**src/rtl/wide_offset_adder_pkg.sv**
```systemverilog
// Package: shared types for the wide-value plus small-offset adder.
// Assumes nothing beyond IEEE 1800-2017 synthesizable subset.
package wide_offset_adder_pkg;

    // Which copy of the upper bits forms the result
    typedef enum logic [1:0] {
        UPPER_KEEP = 2'd0,
        UPPER_INC  = 2'd1,
        UPPER_DEC  = 2'd2
    } upper_sel_e;

endpackage

```
**src/rtl/woa_low_adder.sv**
```systemverilog
// Module: woa_low_adder
// Narrow true adder on the low LOW_W bits. Sign-extends the OFF_W-bit offset
// to LOW_W bits, adds it as an unsigned pattern and returns the carry-out.
// Assumes LOW_W >= OFF_W.
module woa_low_adder #(
    parameter int LOW_W = 11,
    parameter int OFF_W = 11
) (
    input  logic [LOW_W-1:0] base_lo,
    input  logic [OFF_W-1:0] offset,
    output logic [LOW_W-1:0] low_sum,
    output logic             low_carry,
    output logic             off_neg
);

    logic [LOW_W-1:0] off_ext;

    // Pick the sign-extension form that suits the parameter pair
    generate
        if (LOW_W > OFF_W) begin : g_ext
            assign off_ext = {{(LOW_W-OFF_W){offset[OFF_W-1]}}, offset};
        end else begin : g_same
            assign off_ext = offset;
        end
    endgenerate

    // Narrow add with explicit carry-out
    always_comb begin
        {low_carry, low_sum} = {1'b0, base_lo} + {1'b0, off_ext};
        off_neg              = offset[OFF_W-1];
    end

endmodule

```
**src/rtl/woa_upper_step.sv**
```systemverilog
// Module: woa_upper_step
// Forms the upper field plus one and minus one with prefix chains. No adder
// is used: a bit flips on increment when all lower bits are one, and flips on
// decrement when all lower bits are zero. Assumes HI_W >= 1.
module woa_upper_step #(
    parameter int HI_W = 53
) (
    input  logic [HI_W-1:0] hi,
    output logic [HI_W-1:0] hi_inc,
    output logic [HI_W-1:0] hi_dec
);

    logic [HI_W-1:0] ones_below;
    logic [HI_W-1:0] zeros_below;

    assign ones_below[0]  = 1'b1;
    assign zeros_below[0] = 1'b1;

    // Prefix chains over the upper bits, one stage per bit
    generate
        for (genvar i = 1; i < HI_W; i++) begin : g_chain
            assign ones_below[i]  = ones_below[i-1]  &  hi[i-1];
            assign zeros_below[i] = zeros_below[i-1] & ~hi[i-1];
        end
    endgenerate

    // Toggle masks give the stepped copies
    always_comb begin
        hi_inc = hi ^ ones_below;
        hi_dec = hi ^ zeros_below;
    end

endmodule

```
**src/rtl/woa_upper_select.sv**
```systemverilog
// Module: woa_upper_select
// Decodes the low carry and the offset sign into a selection and muxes the
// upper copy. Positive with carry gives increment, negative without carry
// gives decrement, and anything else keeps the bits.
module woa_upper_select
    import wide_offset_adder_pkg::*;
#(
    parameter int HI_W = 53
) (
    input  logic            low_carry,
    input  logic            off_neg,
    input  logic [HI_W-1:0] hi,
    input  logic [HI_W-1:0] hi_inc,
    input  logic [HI_W-1:0] hi_dec,
    output logic [HI_W-1:0] hi_out
);

    upper_sel_e sel;

    // Selection decode from carry and sign
    always_comb begin
        if (low_carry && !off_neg)      sel = UPPER_INC;
        else if (!low_carry && off_neg) sel = UPPER_DEC;
        else                            sel = UPPER_KEEP;
    end

    // Three-way mux of the upper copies
    always_comb begin
        unique case (sel)
            UPPER_INC: hi_out = hi_inc;
            UPPER_DEC: hi_out = hi_dec;
            default:   hi_out = hi;
        endcase
    end

endmodule

```
**src/rtl/wide_offset_adder.sv**
```systemverilog
// Module: wide_offset_adder (top)
// Adds a signed OFF_W-bit offset to a DATA_W-bit value. A narrow low adder is
// combined with a carry-selected upper step, and the result goes through one
// register stage. The result wraps modulo 2^DATA_W.
// Assumes OFF_W <= LOW_W < DATA_W. Reset is synchronous and active low.
module wide_offset_adder #(
    parameter int DATA_W = 64,
    parameter int OFF_W  = 11,
    parameter int LOW_W  = OFF_W
) (
    input  logic              clk,
    input  logic              rst_n,
    input  logic              in_valid,
    input  logic [DATA_W-1:0] base,
    input  logic [OFF_W-1:0]  offset,
    output logic              out_valid,
    output logic [DATA_W-1:0] sum
);

    localparam int HI_W = DATA_W - LOW_W;

    logic [LOW_W-1:0] low_sum;
    logic             low_carry;
    logic             off_neg;
    logic [HI_W-1:0]  hi_inc;
    logic [HI_W-1:0]  hi_dec;
    logic [HI_W-1:0]  hi_out;

    woa_low_adder #(.LOW_W(LOW_W), .OFF_W(OFF_W)) u_low (
        .base_lo   (base[LOW_W-1:0]),
        .offset    (offset),
        .low_sum   (low_sum),
        .low_carry (low_carry),
        .off_neg   (off_neg)
    );

    woa_upper_step #(.HI_W(HI_W)) u_step (
        .hi     (base[DATA_W-1:LOW_W]),
        .hi_inc (hi_inc),
        .hi_dec (hi_dec)
    );

    woa_upper_select #(.HI_W(HI_W)) u_sel (
        .low_carry (low_carry),
        .off_neg   (off_neg),
        .hi        (base[DATA_W-1:LOW_W]),
        .hi_inc    (hi_inc),
        .hi_dec    (hi_dec),
        .hi_out    (hi_out)
    );

    // Output register: capture on valid, hold otherwise
    always_ff @(posedge clk) begin
        if (!rst_n) begin
            out_valid <= 1'b0;
            sum       <= '0;
        end else begin
            out_valid <= in_valid;
            if (in_valid) sum <= {hi_out, low_sum};
        end
    end

endmodule

```
**config.mk**
```make
export PLATFORM = sky130hd
export DESIGN_NAME = wide_offset_adder
export DESIGN_NICKNAME = d
export VERILOG_FILES = /design/src/rtl/wide_offset_adder_pkg.sv /design/src/rtl/woa_low_adder.sv /design/src/rtl/woa_upper_step.sv /design/src/rtl/woa_upper_select.sv /design/src/rtl/wide_offset_adder.sv
export SDC_FILE = /design/constraint.sdc
export NUM_CORES = 1
export LEC_CHECK = 0
export BUFFER_PORTS_ARGS = -buffer_cell sky130_fd_sc_hd__buf_4
export CAP_MARGIN = 15
export CORE_ASPECT_RATIO = 0.9
export CORE_MARGIN = 4
export CORE_UTILIZATION = 25
export CTS_CLUSTER_DIAMETER = 100
export DETAILED_ROUTE_END_ITERATION = 10
export PLACE_DENSITY = 0.44
export REMOVE_ABC_BUFFERS = 1
export SYNTH_ARGS = -nofsm -noshare
export SYNTH_HDL_FRONTEND = slang
export SYNTH_SLANG_ARGS = --single-unit
```
**constraint.sdc**
```tcl
create_clock -name clk -period 7.21 [get_ports clk]
set_input_delay 2.163 -clock clk [delete_from_list [all_inputs] [get_ports clk]]
set_output_delay 2.163 -clock clk [all_outputs]
set_load 0.02 [all_outputs]
```
# Yosys cells after proc, flatten, opt, wreduce, memory -nomap -nowiden
# Index checks and enable logic that the tools add are counted.
# totals
register_bits	65
latch_bits	0
ramBits	0
romBits	0
out_inout_bits	65
mem_count	0
# op_classes
add_sub_neg	1
mul	0
div	0
order_cmp	0
eq_ne	2
shifts	0
mux	3
n_bitwise	156
reduce_logical	4
# ops
operator	count
case mux 53 bit (2 select lines)	1
bitwise XOR 53 bit	2
bitwise AND 1 bit	102
NOT 1 bit	52
adder 11 x 11 -> 12 bit	1
2-to-1 mux 2 bit	2
== test 2 x 1 -> 1 bit (second input constant)	1
== test 2 bit (second input constant)	1
logical AND 1 bit	2
logical NOT 1 bit	2

# Depth between registers and ports, before layout
# Gate-level depths: netlist (run 1).
# logic_depth
depth_word	54
mapped_depth	17
depth_no_buf	16

# By module
# Synthesis (run 1) repeated with hierarchy kept, for this count alone.
# unflattened
hier_cells	671
hier_area_um2	6299.8
# modules_own_cells
module	instances	cells_each	area_each_um2	seq_area_each_um2
wide_offset_adder	1	208	2489.9	1301.2
woa_upper_step	1	208	1687.9	0.0
woa_upper_select	1	187	1611.5	0.0
woa_low_adder	1	68	510.5	0.0

# Least setup slack after synthesis (run 1)
# No wires, ideal clock.
# synth_timing
path_type	input to register
start	input port offset[2]
end	register sum[55]
setup_ps	62
arrival_time_ps	5473
required_time_ps	7148
slack_ps	1674
path_stages	16
cell_sequence	ha_1 -> o21ai_0 -> o21ai_0 -> a21oi_1 -> o21ai_0 -> a21oi_1 -> a21oi_1 -> nor2_1 -> ha_1 -> nand3b_1 -> nor4_4 -> nand3_2 -> or3_1 -> or2_0 -> a2111o_1 -> nand3_1
# synth_via
elab_chain_cells	7
# synth_lines
item	line_no	rtl
from (decl)	wide_offset_adder.sv:15	input logic [OFF_W-1:0] offset,
adder 11 x 11 -> 12 bit (*)	woa_low_adder.sv:29	{low_carry, low_sum} = {1'b0, base_lo} + {1'b0, off_ext};
logical NOT 1 bit	woa_upper_select.sv:23	else if (!low_carry && off_neg) sel = UPPER_DEC;
logical AND 1 bit	woa_upper_select.sv:23	
2-to-1 mux 2 bit	woa_upper_select.sv:23	
2-to-1 mux 2 bit (*)	woa_upper_select.sv:22	if (low_carry && !off_neg) sel = UPPER_INC;
== test 2 bit or == test 2 x 1 -> 1 bit (tied branches)	woa_upper_select.sv:29	unique case (sel)
case mux 53 bit (2 select lines) (*)	woa_upper_select.sv:29	
to (signal assigned)	wide_offset_adder.sv:59	if (in_valid) sum <= {hi_out, low_sum};
to (decl)	wide_offset_adder.sv:17	output logic [DATA_W-1:0] sum
# Mark *: on every way between the ends. The rest lies on a longest branch, timed or not.
# A chain may end at the register's enable or synchronous reset.

# Worst setup path after layout (run 1)
# layout_timing
start	input port offset[1]
end	register sum[62]
# Same word-level chain as after synthesis.

==> results of run 1 <==
==> metrics by stage <==
stage	instance area, um2	std cells	worst slack [ns]
after floorplan	4224	529	1.669
after global placement	5617	910	0.9308
after detailed placement	5617	910	0.8005
after CTS	5947	926	1.150
after global routing	5947	926	0.5852
final	5947	926	1.089
==> registers in the layout, indices dropped and copies added (netlist names) <==
| signal | flops |
|---|---|
| out_valid | 1 |
| sum | 64 |
==> final cells by class <==
| type | count | area [um2] | share of cell area, % |
|---|---|---|---|
| multi-input cells | 450 | 2873 | 48.31 |
| flip-flops and latches | 65 | 1301 | 21.88 |
| repair buffers | 146 | 1096 | 18.43 |
| well taps | 235 | 294.0 | 4.944 |
| clock buffers | 11 | 252.7 | 4.250 |
| clock inverters | 5 | 77.57 | 1.304 |
| inverters | 14 | 52.55 | 0.8837 |
==> cell usage after synthesis (6+ instances only) <==
cell      count  area, um2
or4_1        10      75.07
o21ai_1      13      65.06
nand3_1      14      70.07
clkbuf_1     19      71.32
xnor2_1      46      402.9
nor4_1       10      62.56
a211oi_1     11      82.58
mux2i_1      10      100.1
nor2_1       60      225.2
nand2_1      44      165.2
a31oi_1       6      37.54
nor3_1       13      65.06
or3_1        12      75.07
dfxtp_1      65       1301
inv_1        14      52.55
a21oi_1      46      230.2
ha_1         12      150.1
o21ai_0      37      185.2
nand4_1      21      131.4
xor2_1       10      87.58
==> tightest hold or removal path, stage by stage (launching register included) <==
cell and delay, ns:
dfxtp_1 0.31, nand2_1 0.05, o21ai_1 0.05
==> cell families after synthesis <==
logic type,share of synthesized area [%]
and+or+nand+nor,28.88
AOI/OAI and AO/OA,19.07
DFF,29.74
xor gates and xnor gates,11.21
buffers and inverters,4.661
adders and majority gates,3.889
muxes,2.545
==> power breakdown <==
part	internal (mW)	switching, mW	total (mW)
Clock	0.320	0.175	0.495
Sequential	0.386	0.0145	0.400
Combinational	0.112	0.149	0.261
==> routing by layer <==
metal	GRT usage, %	part of all wire, %	vias up
li1	-	-	2297
met1	19.57	47	2083
met2	22.54	44	144
met3	4.082	7.0	18
met4	4.658	1.7	0
met5	0	0	-
==> final timing paths <==
| kind | from | endpoint | slack [ns] | cells past startpoint |
|---|---|---|---|---|
| min | sum[51] | sum[51] | 0.45 | 2 |
| max | offset[1] | sum[62] | 1.09 | 17 |
| max reg2reg | sum[4] | sum[4] | 6.41 | 2 |
| min reg2reg | sum[51] | sum[51] | 0.45 | 2 |
==> qor.csv, run 1 <==
stage,metric,value,unit
final_layout,area_growth,35.92,%
pwr,max-vdd-ir-drop,0.1127,mV
timing,rsz0062_at_grt,no,
worst_setup_path,slowest_stage,nor3_4,
worst_setup_path,crit_fanout,9,
pwr,powerDensity,194.5,nW/um2
worst_setup_path,crit_type,input port to flop,
clocking,clockBufferDepth,2,
floorplanning,rows,45,
worst_setup_path,cp.required,7.44,ns
final_layout,final_common_cell,buf_4,
global_route,grt_usage,14.53,%
logic_synthesis,ys_ff_latch,65,
clocking,cts_buffers,9,
logic_synthesis,ys_seq_area_share,29.74,%
timing,max_slew_margin,41.32,%
global_route,grt_pass1_vias,4285,
logic_synthesis,syn_area,4375,um2
worst_setup_path,cp_top_family,simple AND/OR/NAND/NOR gates,
timing,fmax,163.4,MHz
timing,setup_viol_count_final,0,
pwr,p_leak,2.306,nW
clocking,cts_root_buffer,clkbuf_16,
global_route,grt.overflow.total,0,
timing,slew_violations,0,
final_layout,nFillCells,1810,
global_route,grt_pass1_wl,22870,um
placed_design,dpl.hpwl,11010,um
floorplanning,start_util,25.73,%
detailed_routing,viasPerCell,4.905,
logic_synthesis,async_flop_share,0,%
logic_synthesis,syn_inst,560,
run_status,status,finished clean,
detailed_routing,antenna_left,0,
timing,min_period,6.121,ns
timing,worst_pin_slew,0.8792,ns
global_route,antenna_found_initial,0,
clocking,cts_sinks,65,
worst_setup_path,crit_path_end_kind,flop,
detailed_routing,drc,0,
logic_synthesis,synth_edf_count,0,
pwr,power,1.157,mW
worst_setup_path,cpMostUsedCell,a21oi_1,
logic_synthesis,synthFlopType,dfxtp_1,
global_route,grt_max_degree,58,
clocking,insertion_delay,0.34,ns
final_layout,drive_gt1_share,26.48,%
min_path,min_path_type,flop to flop,
logic_synthesis,yosysUniqueCellTypes,67,
timing,skew,0,ns
placed_design,place.gp.congestion,0.7953,
floorplanning,die_h,133.5,um
floorplanning,core_area,17000,um2
detailed_routing,post_drt_wl_per_cell,15.79,um
placed_design,numPortBuffers,142,
clocking,cts.htree.levels,3,
worst_setup_path,arrival,6.35,ns
worst_setup_path,crit_chain,buf_4 > ha_1 > a211oi_1 > o21ai_0 > a21oi_1 > o21ai_0 > a21oi_1 > a21oi_1 > nor2_1 > ha_1 > nor3b_1 > nand4_1 > nor3_4 > nand4_1 > nor3_1 > o21ai_1 > a32o_1,
detailed_routing,wl,14620,um
floorplanning,die_w,147.5,um
clocking,clkTransAtPathRegs,0.06,ns
floorplanning,die-area,19690,um2
final_layout,layout_common_cells,"buf_4, dfxtp_1, nor2_1",
clocking,post_cts_buffers,0,
logic_synthesis,avgSynthCellArea,7.813,um2
final_layout,n_antenna_cell,0,
logic_synthesis,ys.warnings.count,0,
clocking,cts_tree,built,
timing,min_period_over_period,84.90,%
clocking,cts_resized,0,
worst_setup_path,critPathBufInv,1,
job,cap_violations,0,
timing,tns,0,ns
timing,hold_viol,0,
detailed_routing,num_vias,4542,
worst_setup_path,slowest_delay,0.48,ns
final_layout,layout.nets,777,
worst_setup_path,startpoint_type,input port,
detailed_routing,first_iter_violations,296,
detailed_routing,drt_pre_antenna_iters,5,
timing,holdWs,0.4479,ns
floorplanning,io_pins,143,
clocking,ctsHoldBuffers,0,
final_layout,fin_util,34.97,%
(Power assumes the default switching activity.)
==> inputs of run 2 (changes only) <==
--- a/config.mk
+++ b/config.mk
@@ -5,6 +5,7 @@
 export SDC_FILE = /design/constraint.sdc
 export NUM_CORES = 1
 export LEC_CHECK = 0
+export ABC_AREA = 1
 export BUFFER_PORTS_ARGS = -buffer_cell sky130_fd_sc_hd__buf_4
 export CAP_MARGIN = 15
 export CORE_ASPECT_RATIO = 0.9
==> constraint.sdc (replaced) <==
create_clock -name clk -period 6.4 [get_ports clk]
set_input_delay 1.92 -clock clk [delete_from_list [all_inputs] [get_ports clk]]
set_output_delay 1.92 -clock clk [all_outputs]
set_load 0.02 [all_outputs]
==> qor.csv, run 2 <==
stage,metric,value,unit,change
placed_design,numPortBuffers,142,,unchanged
global_route,grt_pass1_wl,23630,um,was 22870 um
timing,fmax,160.0,MHz,
clocking,cts_buffers,9,,unchanged
logic_synthesis,synth_area_leaders,"dfxtp_1, o21ai_0, nand2_1, inv_1, a21oi_1",,"was dfxtp_1, xnor2_1, a21oi_1, nor2_1, o21ai_0"
final_layout,design_area,6391,um2,was 5947 um2
final_layout,final_common_cell,buf_4,,unchanged
floorplanning,die-area,20150,um2,was 19690 um2
global_route,grt_max_degree,57,,was 58
worst_setup_path,crit_path_end_kind,flop,,unchanged
detailed_routing,wl,14670,um,was 14620 um
timing,min_period_over_period,97.64,%,
timing,skew,0,ns,unchanged
timing,setup_viol_count_final,0,,unchanged
logic_synthesis,yosysMostFrequentCell,nand2_1,,was dfxtp_1
timing,worst_pin_slew,0.7921,ns,was 0.8792 ns
detailed_routing,num_vias,4857,,was 4542
logic_synthesis,ys_seq_area_share,29.01,%,was 29.74%
run_status,status,finished clean,,unchanged
pwr,clkPwrFrac,37.0,%,was 42.8%
worst_setup_path,worstRegToRegCells,3,,was 2
final_layout,largest_reg_flops,64,,unchanged
clocking,insertion_delay,0.34,ns,about the same
logic_synthesis,avgSynthCellArea,6.675,um2,was 7.813 um2
final_layout,fin_util,36.29,%,was 34.97%
final_layout,reg_top3,"sum: 64 flops, out_valid: 1 flops",,unchanged
global_route,antenna_found_initial,0,,unchanged
logic_synthesis,syn_area,4486,um2,was 4375 um2
job,cap_violations,0,,unchanged
timing,slew_violations,0,,unchanged
final_layout,layout_common_cells,"buf_4, nand2_1, inv_1",,"was buf_4, dfxtp_1, nor2_1"
min_path,min_to,sum[50],,was sum[51]
floorplanning,start_util,25.47,%,was 25.73%
floorplanning,die_w,149.2,um,was 147.5 um
detailed_routing,drt_pre_antenna_iters,5,,unchanged
final_layout,layout.nets,914,,was 777
timing,rsz0062_at_grt,yes,,was no
pwr,powerDensity,193.8,nW/um2,was 194.5 nW/um2
worst_setup_path,crit_type,input port to flop,,unchanged
placed_design,preCtsSetupSlack,-0.3322,ns,was 0.8005 ns
final_layout,area_growth,42.48,%,was 35.92%
worst_setup_path,arrival,6.48,ns,was 6.35 ns
pwr,p_leak,3.004,nW,was 2.306 nW
logic_synthesis,yosysTopAreaCellShare,29.01,%,was 29.74%
pwr,power,1.239,mW,was 1.157 mW
min_path,min_path_type,flop to flop,,unchanged
pwr,p_seq_share,36.5,%,was 34.6%
min_path,whs_path_depth,2,,unchanged
worst_setup_path,r2r_setup_slack,5.59,ns,was 6.41 ns
worst_setup_path,cp.required,6.64,ns,was 7.44 ns
pwr,max-vdd-ir-drop,0.1159,mV,was 0.1127 mV
detailed_routing,post_drt_wl_per_cell,13.75,um,was 15.79 um
worst_setup_path,startpoint_type,input port,,unchanged
detailed_routing,first_iter_violations,199,,was 296
floorplanning,core_area,17610,um2,was 17000 um2
logic_synthesis,synth_area_leader_cell,dfxtp_1,,unchanged
global_route,grt_pass1_vias,4635,,was 4285
logic_synthesis,ys_ff_latch,65,,unchanged
final_layout,regMostFlops,sum,,unchanged
logic_synthesis,yosysUniqueCellTypes,38,,was 67
detailed_routing,drc,0,,unchanged
pwr,p_switching,0.4031,mW,was 0.3381 mW
floorplanning,die_h,135.1,um,was 133.5 um
worst_setup_path,slowest_delay,0.24,ns,was 0.48 ns
logic_synthesis,synth_edf_count,0,,unchanged
logic_synthesis,async_flop_share,0,%,unchanged
timing,tns,0,ns,unchanged
worst_setup_path,regToRegEndpoint,sum[53],,was sum[4]
pwr,p_int,0.8358,mW,was 0.8185 mW
timing,min_period,6.249,ns,
detailed_routing,antenna_left,0,,unchanged
global_route,grt.overflow.total,0,,unchanged
clocking,clkTransAtPathRegs,0.06,ns,about the same
clocking,cts_root_buffer,clkbuf_16,,unchanged
pwr,pwr-share-comb,26.5,%,was 22.6%
placed_design,placed_area,5868,um2,was 5617 um2
logic_synthesis,synth_common_cells,"nand2_1, inv_1, o21ai_0",,"was dfxtp_1, nor2_1, a21oi_1, xnor2_1, nand2_1"
floorplanning,io_pins,143,,unchanged
detailed_routing,viasPerCell,4.552,,was 4.905
clocking,cts_tree,built,,unchanged
logic_synthesis,syn_inst,672,,was 560
timing,hold_viol,0,,unchanged
timing,worst_slack,0.1513,ns,was 1.089 ns
clocking,clockBufferDepth,2,,unchanged
global_route,grt_usage,14.61,%,was 14.53%
clocking,cts_sinks,65,,unchanged
logic_synthesis,ys.warnings.count,0,,unchanged
timing,max_slew_margin,47.12,%,was 41.32%
min_path,hold_start,sum[50],,was sum[51]
placed_design,place.gp.congestion,0.7903,,was 0.7953
placed_design,dpl.hpwl,10740,um,was 11010 um
worst_setup_path,slowest_stage,ha_4,,was nor3_4
pwr,p_sw_share,32.53,%,was 29.23%
worst_setup_path,crit_fanout,4,,was 9
worst_setup_path,reg2reg_from,sum[53],,was sum[4]
clocking,cts.htree.levels,3,,unchanged
final_layout,drive_gt1_share,31.44,%,was 26.48%
logic_synthesis,synthFlopType,dfxtp_1,,unchanged
floorplanning,rows,46,,was 45
clocking,ctsHoldBuffers,0,,unchanged
final_layout,n_antenna_cell,0,,unchanged
[run 2: how the worst max path moves through the flow]
stage,from,end,slack (ns),depth (start not counted)
after global placement,offset[2],sum[44],-0.22,35
after CTS,offset[2],sum[44],0.009,35
after floorplan,offset[2],sum[63],0.29,41
after detailed placement,offset[2],sum[44],-0.33,35
final,offset[2],sum[63],0.15,42
after global routing,offset[2],sum[63],-0.31,42
[run 2: critical path: cells and delay by family]
| family | cells | cell delay, ns |
|---|---|---|
| AND/OR/NAND/NOR | 26 | 2.77 |
| AO/OA/AOI/OAI | 8 | 1.02 |
| adder cells (fa/ha/maj) | 2 | 0.46 |
| buffers and inverters | 6 | 0.32 |
[run 2: cells by family after synthesis]
kind of cell / count (synthesis) / synth area share (%)
and+or+nand+nor: 276 / 31.97
AOI/OAI and AO/OA: 181 / 21.95
buffers and inverters: 122 / 10.35
DFF: 65 / 29.01
xor gates and xnor gates: 15 / 2.929
adders and majority gates: 13 / 3.794
[run 2: cell type report]
| cell class | instances | area [um2] |
|---|---|---|
| multi-input cells | 485 | 2905 |
| well taps | 240 | 300.3 |
| fillers | 1923 | 11220 |
| inverters | 94 | 352.8 |
| flip-flops and latches | 65 | 1301 |
| clock buffers | 11 | 242.7 |
| repair buffers | 168 | 1269 |
| clock inverters | 4 | 20.02 |
[run 2: per-stage QoR]
stage / std cells / hold WS, ns
CTS: 1058 / 0.4952
detailed placement: 1043 / 0.4774
global placement: 1043 / 0.4697
finish: 1067 / 0.4840
global route: 1067 / 0.5203
floorplan: 644 / 0.5899
[run 2: layer usage]
layer  track usage, %  vias up  wire [um]
li1                 -     2567          -
met1            20.03     2181       6973
met2            22.29       98       6719
met3            3.557       11        754
met4            5.338        0        220
met5                0        -          0
[run 2: repair_timing]
item | CTS | global route
buffers inserted | 0 | 9
pin swaps | 1 | 42
gates resized for setup | 0 | 45
setup endpoints to repair | 1 | 16
hold endpoints to repair | 0 | 0
[run 2: power groups by stage]
stage	clock, mW	sequential, mW	combinational, mW
2_1_floorplan	0	0.497	0.114
3_3_place_gp	0	0.461	0.315
3_5_place_dp	0	0.461	0.317
4_1_cts	0.483	0.453	0.318
5_1_grt	0.498	0.456	0.366
6_report	0.458	0.452	0.328
==> inputs of run 3 (changes only) <==
--- a/config.mk
+++ b/config.mk
@@ -14,6 +14,7 @@
 export CTS_CLUSTER_DIAMETER = 100
 export DETAILED_ROUTE_END_ITERATION = 10
 export PLACE_DENSITY = 0.44
+export RECOVER_POWER = 25
 export REMOVE_ABC_BUFFERS = 1
 export SYNTH_ARGS = -nofsm -noshare
 export SYNTH_HDL_FRONTEND = slang
==> qor.csv, run 3 (synthesis gave the netlist of run 2 again) <==
stage,metric,value,unit,change
worst_setup_path,arrival,6.49,ns,was 6.48 ns
timing,max_slew_margin,47.07,%,was 47.12%
global_route,grt_usage,14.61,%,unchanged
detailed_routing,antenna_left,0,,unchanged
placed_design,dpl.hpwl,10740,um,unchanged
worst_setup_path,slowest_delay,0.24,ns,about the same
final_layout,reg_top3,"sum: 64 flops, out_valid: 1 flops",,unchanged
clocking,ctsHoldBuffers,0,,unchanged
placed_design,dpl.cell_count,1043,,unchanged
min_path,hold_start,sum[50],,unchanged
global_route,grt_pass1_vias,4635,,unchanged
worst_setup_path,crit_type,input port to flop,,unchanged
detailed_routing,drc,0,,unchanged
placed_design,numPortBuffers,142,,unchanged
timing,setup_viol_count_final,0,,unchanged
timing,min_period,6.251,ns,was 6.249 ns
worst_setup_path,cp-startpoint,offset[2],,unchanged
clocking,cts.htree.levels,3,,unchanged
worst_setup_path,critPathBufInv,6,,unchanged
placed_design,placed_area,5868,um2,unchanged
clocking,cts_buffers,9,,unchanged
worst_setup_path,startpoint_type,input port,,unchanged
worst_setup_path,crit_path_end_kind,flop,,unchanged
floorplanning,die_h,135.1,um,unchanged
global_route,grt_max_degree,57,,unchanged
global_route,grt.overflow.total,0,,unchanged
min_path,min_path_type,flop to flop,,unchanged
timing,fmax,160.0,MHz,about the same
pwr,max-vdd-ir-drop,0.1154,mV,was 0.1159 mV
detailed_routing,num_vias,4885,,was 4857
clocking,cts_root_buffer,clkbuf_16,,unchanged
detailed_routing,first_iter_violations,197,,was 199
final_layout,final_cells,1067,,unchanged
timing,min_period_over_period,97.67,%,was 97.64%
final_layout,n_antenna_cell,0,,unchanged
timing,hold_viol,0,,unchanged
worst_setup_path,reg2reg_from,sum[53],,unchanged
final_layout,final_common_cell,buf_4,,unchanged
final_layout,area_growth,40.06,%,was 42.48%
timing,rsz0062_at_grt,yes,,unchanged
floorplanning,rows,46,,unchanged
detailed_routing,post_drt_wl_per_cell,13.76,um,was 13.75 um
final_layout,design_area,6282,um2,was 6391 um2
pwr,powerDensity,195.3,nW/um2,was 193.8 nW/um2
floorplanning,die_w,149.2,um,unchanged
worst_setup_path,cp_top_family,simple AND/OR/NAND/NOR gates,,unchanged
detailed_routing,drt_pre_antenna_iters,4,,was 5
final_layout,regMostFlops,sum,,unchanged
placed_design,place.gp.congestion,0.7903,,unchanged
detailed_routing,wl,14680,um,was 14670 um
clocking,clkTransAtPathRegs,0.06,ns,about the same
timing,worst_pin_slew,0.7927,ns,was 0.7921 ns
floorplanning,start_util,25.47,%,unchanged
timing,slew_violations,0,,unchanged
worst_setup_path,r2r_setup_slack,5.60,ns,was 5.59 ns
clocking,cts_sinks,65,,unchanged
floorplanning,core_area,17610,um2,unchanged
worst_setup_path,crit_fanout,4,,unchanged
detailed_routing,viasPerCell,4.578,,was 4.552
final_layout,nFillCells,1942,,was 1923
pwr,power,1.227,mW,was 1.239 mW
clocking,cts_tree,built,,unchanged
floorplanning,io_pins,143,,unchanged
timing,skew,0,ns,unchanged
final_layout,largest_reg_flops,64,,unchanged
clocking,clockBufferDepth,2,,unchanged
run_status,status,finished clean,,unchanged
clocking,insertion_delay,0.34,ns,about the same
global_route,grt_pass1_wl,23630,um,unchanged
final_layout,layout.nets,914,,unchanged
worst_setup_path,cp.required,6.64,ns,about the same
global_route,antenna_found_initial,0,,unchanged
final_layout,layout_common_cells,"buf_4, nand2_1, inv_1",,unchanged
pwr,p_leak,2.889,nW,was 3.004 nW
floorplanning,die-area,20150,um2,unchanged
final_layout,drive_gt1_share,27.93,%,was 31.44%
job,cap_violations,0,,unchanged
worst_setup_path,slowest_stage,ha_4,,unchanged
run 3: cell types whose count changed in the layout (fill, tap and decap cells not counted):
cell      change
buf_4        -30
clkbuf_4      +1
clkbuf_1     +29
run 3: worst register-to-register path: cells and delay by family (launching register included):
family / cells / cell delay [ns]
AOI/OAI and AO/OA: 1 / 0.07
and+or+nand+nor: 1 / 0.32
buffers and inverters: 1 / 0.05
DFF: 1 / 0.32
run 3: where the power goes:
part           total (mW)  internal (mW)  switching [mW]  leakage [nW]
clock               0.457          0.268           0.189         0.135
combinational       0.318          0.121           0.196          2.21
sequential          0.452          0.436          0.0160         0.541
run 3: per-stage QoR:
stage / hold WS, ns / setup TNS [ns] / utilization, % / worst slack, ns
after global routing: 0.5203 / -1.943 / 35.67 / -0.3074
after global placement: 0.4697 / -0.9809 / 33.32 / -0.2193
after floorplan: 0.5899 / 0 / - / 0.2918
after CTS: 0.4952 / 0 / 34.81 / 0.008891
final: 0.4853 / 0 / 35.67 / 0.1491
after detailed placement: 0.4774 / -1.974 / 33.32 / -0.3322
run 3: cell type report:
cell class                      count  area (um2)  share of cell area, %
Clock buffer                       11       242.7                  3.864
Clock inverter                      4       20.02                 0.3187
Inverter                           94       352.8                  5.616
Multi-Input combinational cell    485        2905                  46.25
Sequential cell                    65        1301                  20.71
Tap cell                          240       300.3                  4.780
Timing Repair Buffer              168        1160                  18.46
run 3: repair_timing:
item,4_1_cts,5_1_grt
pin swaps,1,42
resized for setup,0,45
endpoints found under the setup margin,1,16
buffers inserted,0,9
run 3: path summary, 6_finish.rpt:
| check | endpoint | depth (start not counted) |
|---|---|---|
| worst max register to register | sum[53] | 3 |
| worst max-delay path | sum[63] | 42 |
| worst min register to register | sum[50] | 2 |
| worst min-delay path | sum[50] | 2 |
run 3: routing by layer:
metal  track usage [%]  up-vias  routed length (um)
li1                  -     2564                   -
met1             20.03     2203                6932
met2             22.29      107                6721
met3             3.557       11                 811
met4             5.338        0                 217
met5                 0        -                   0
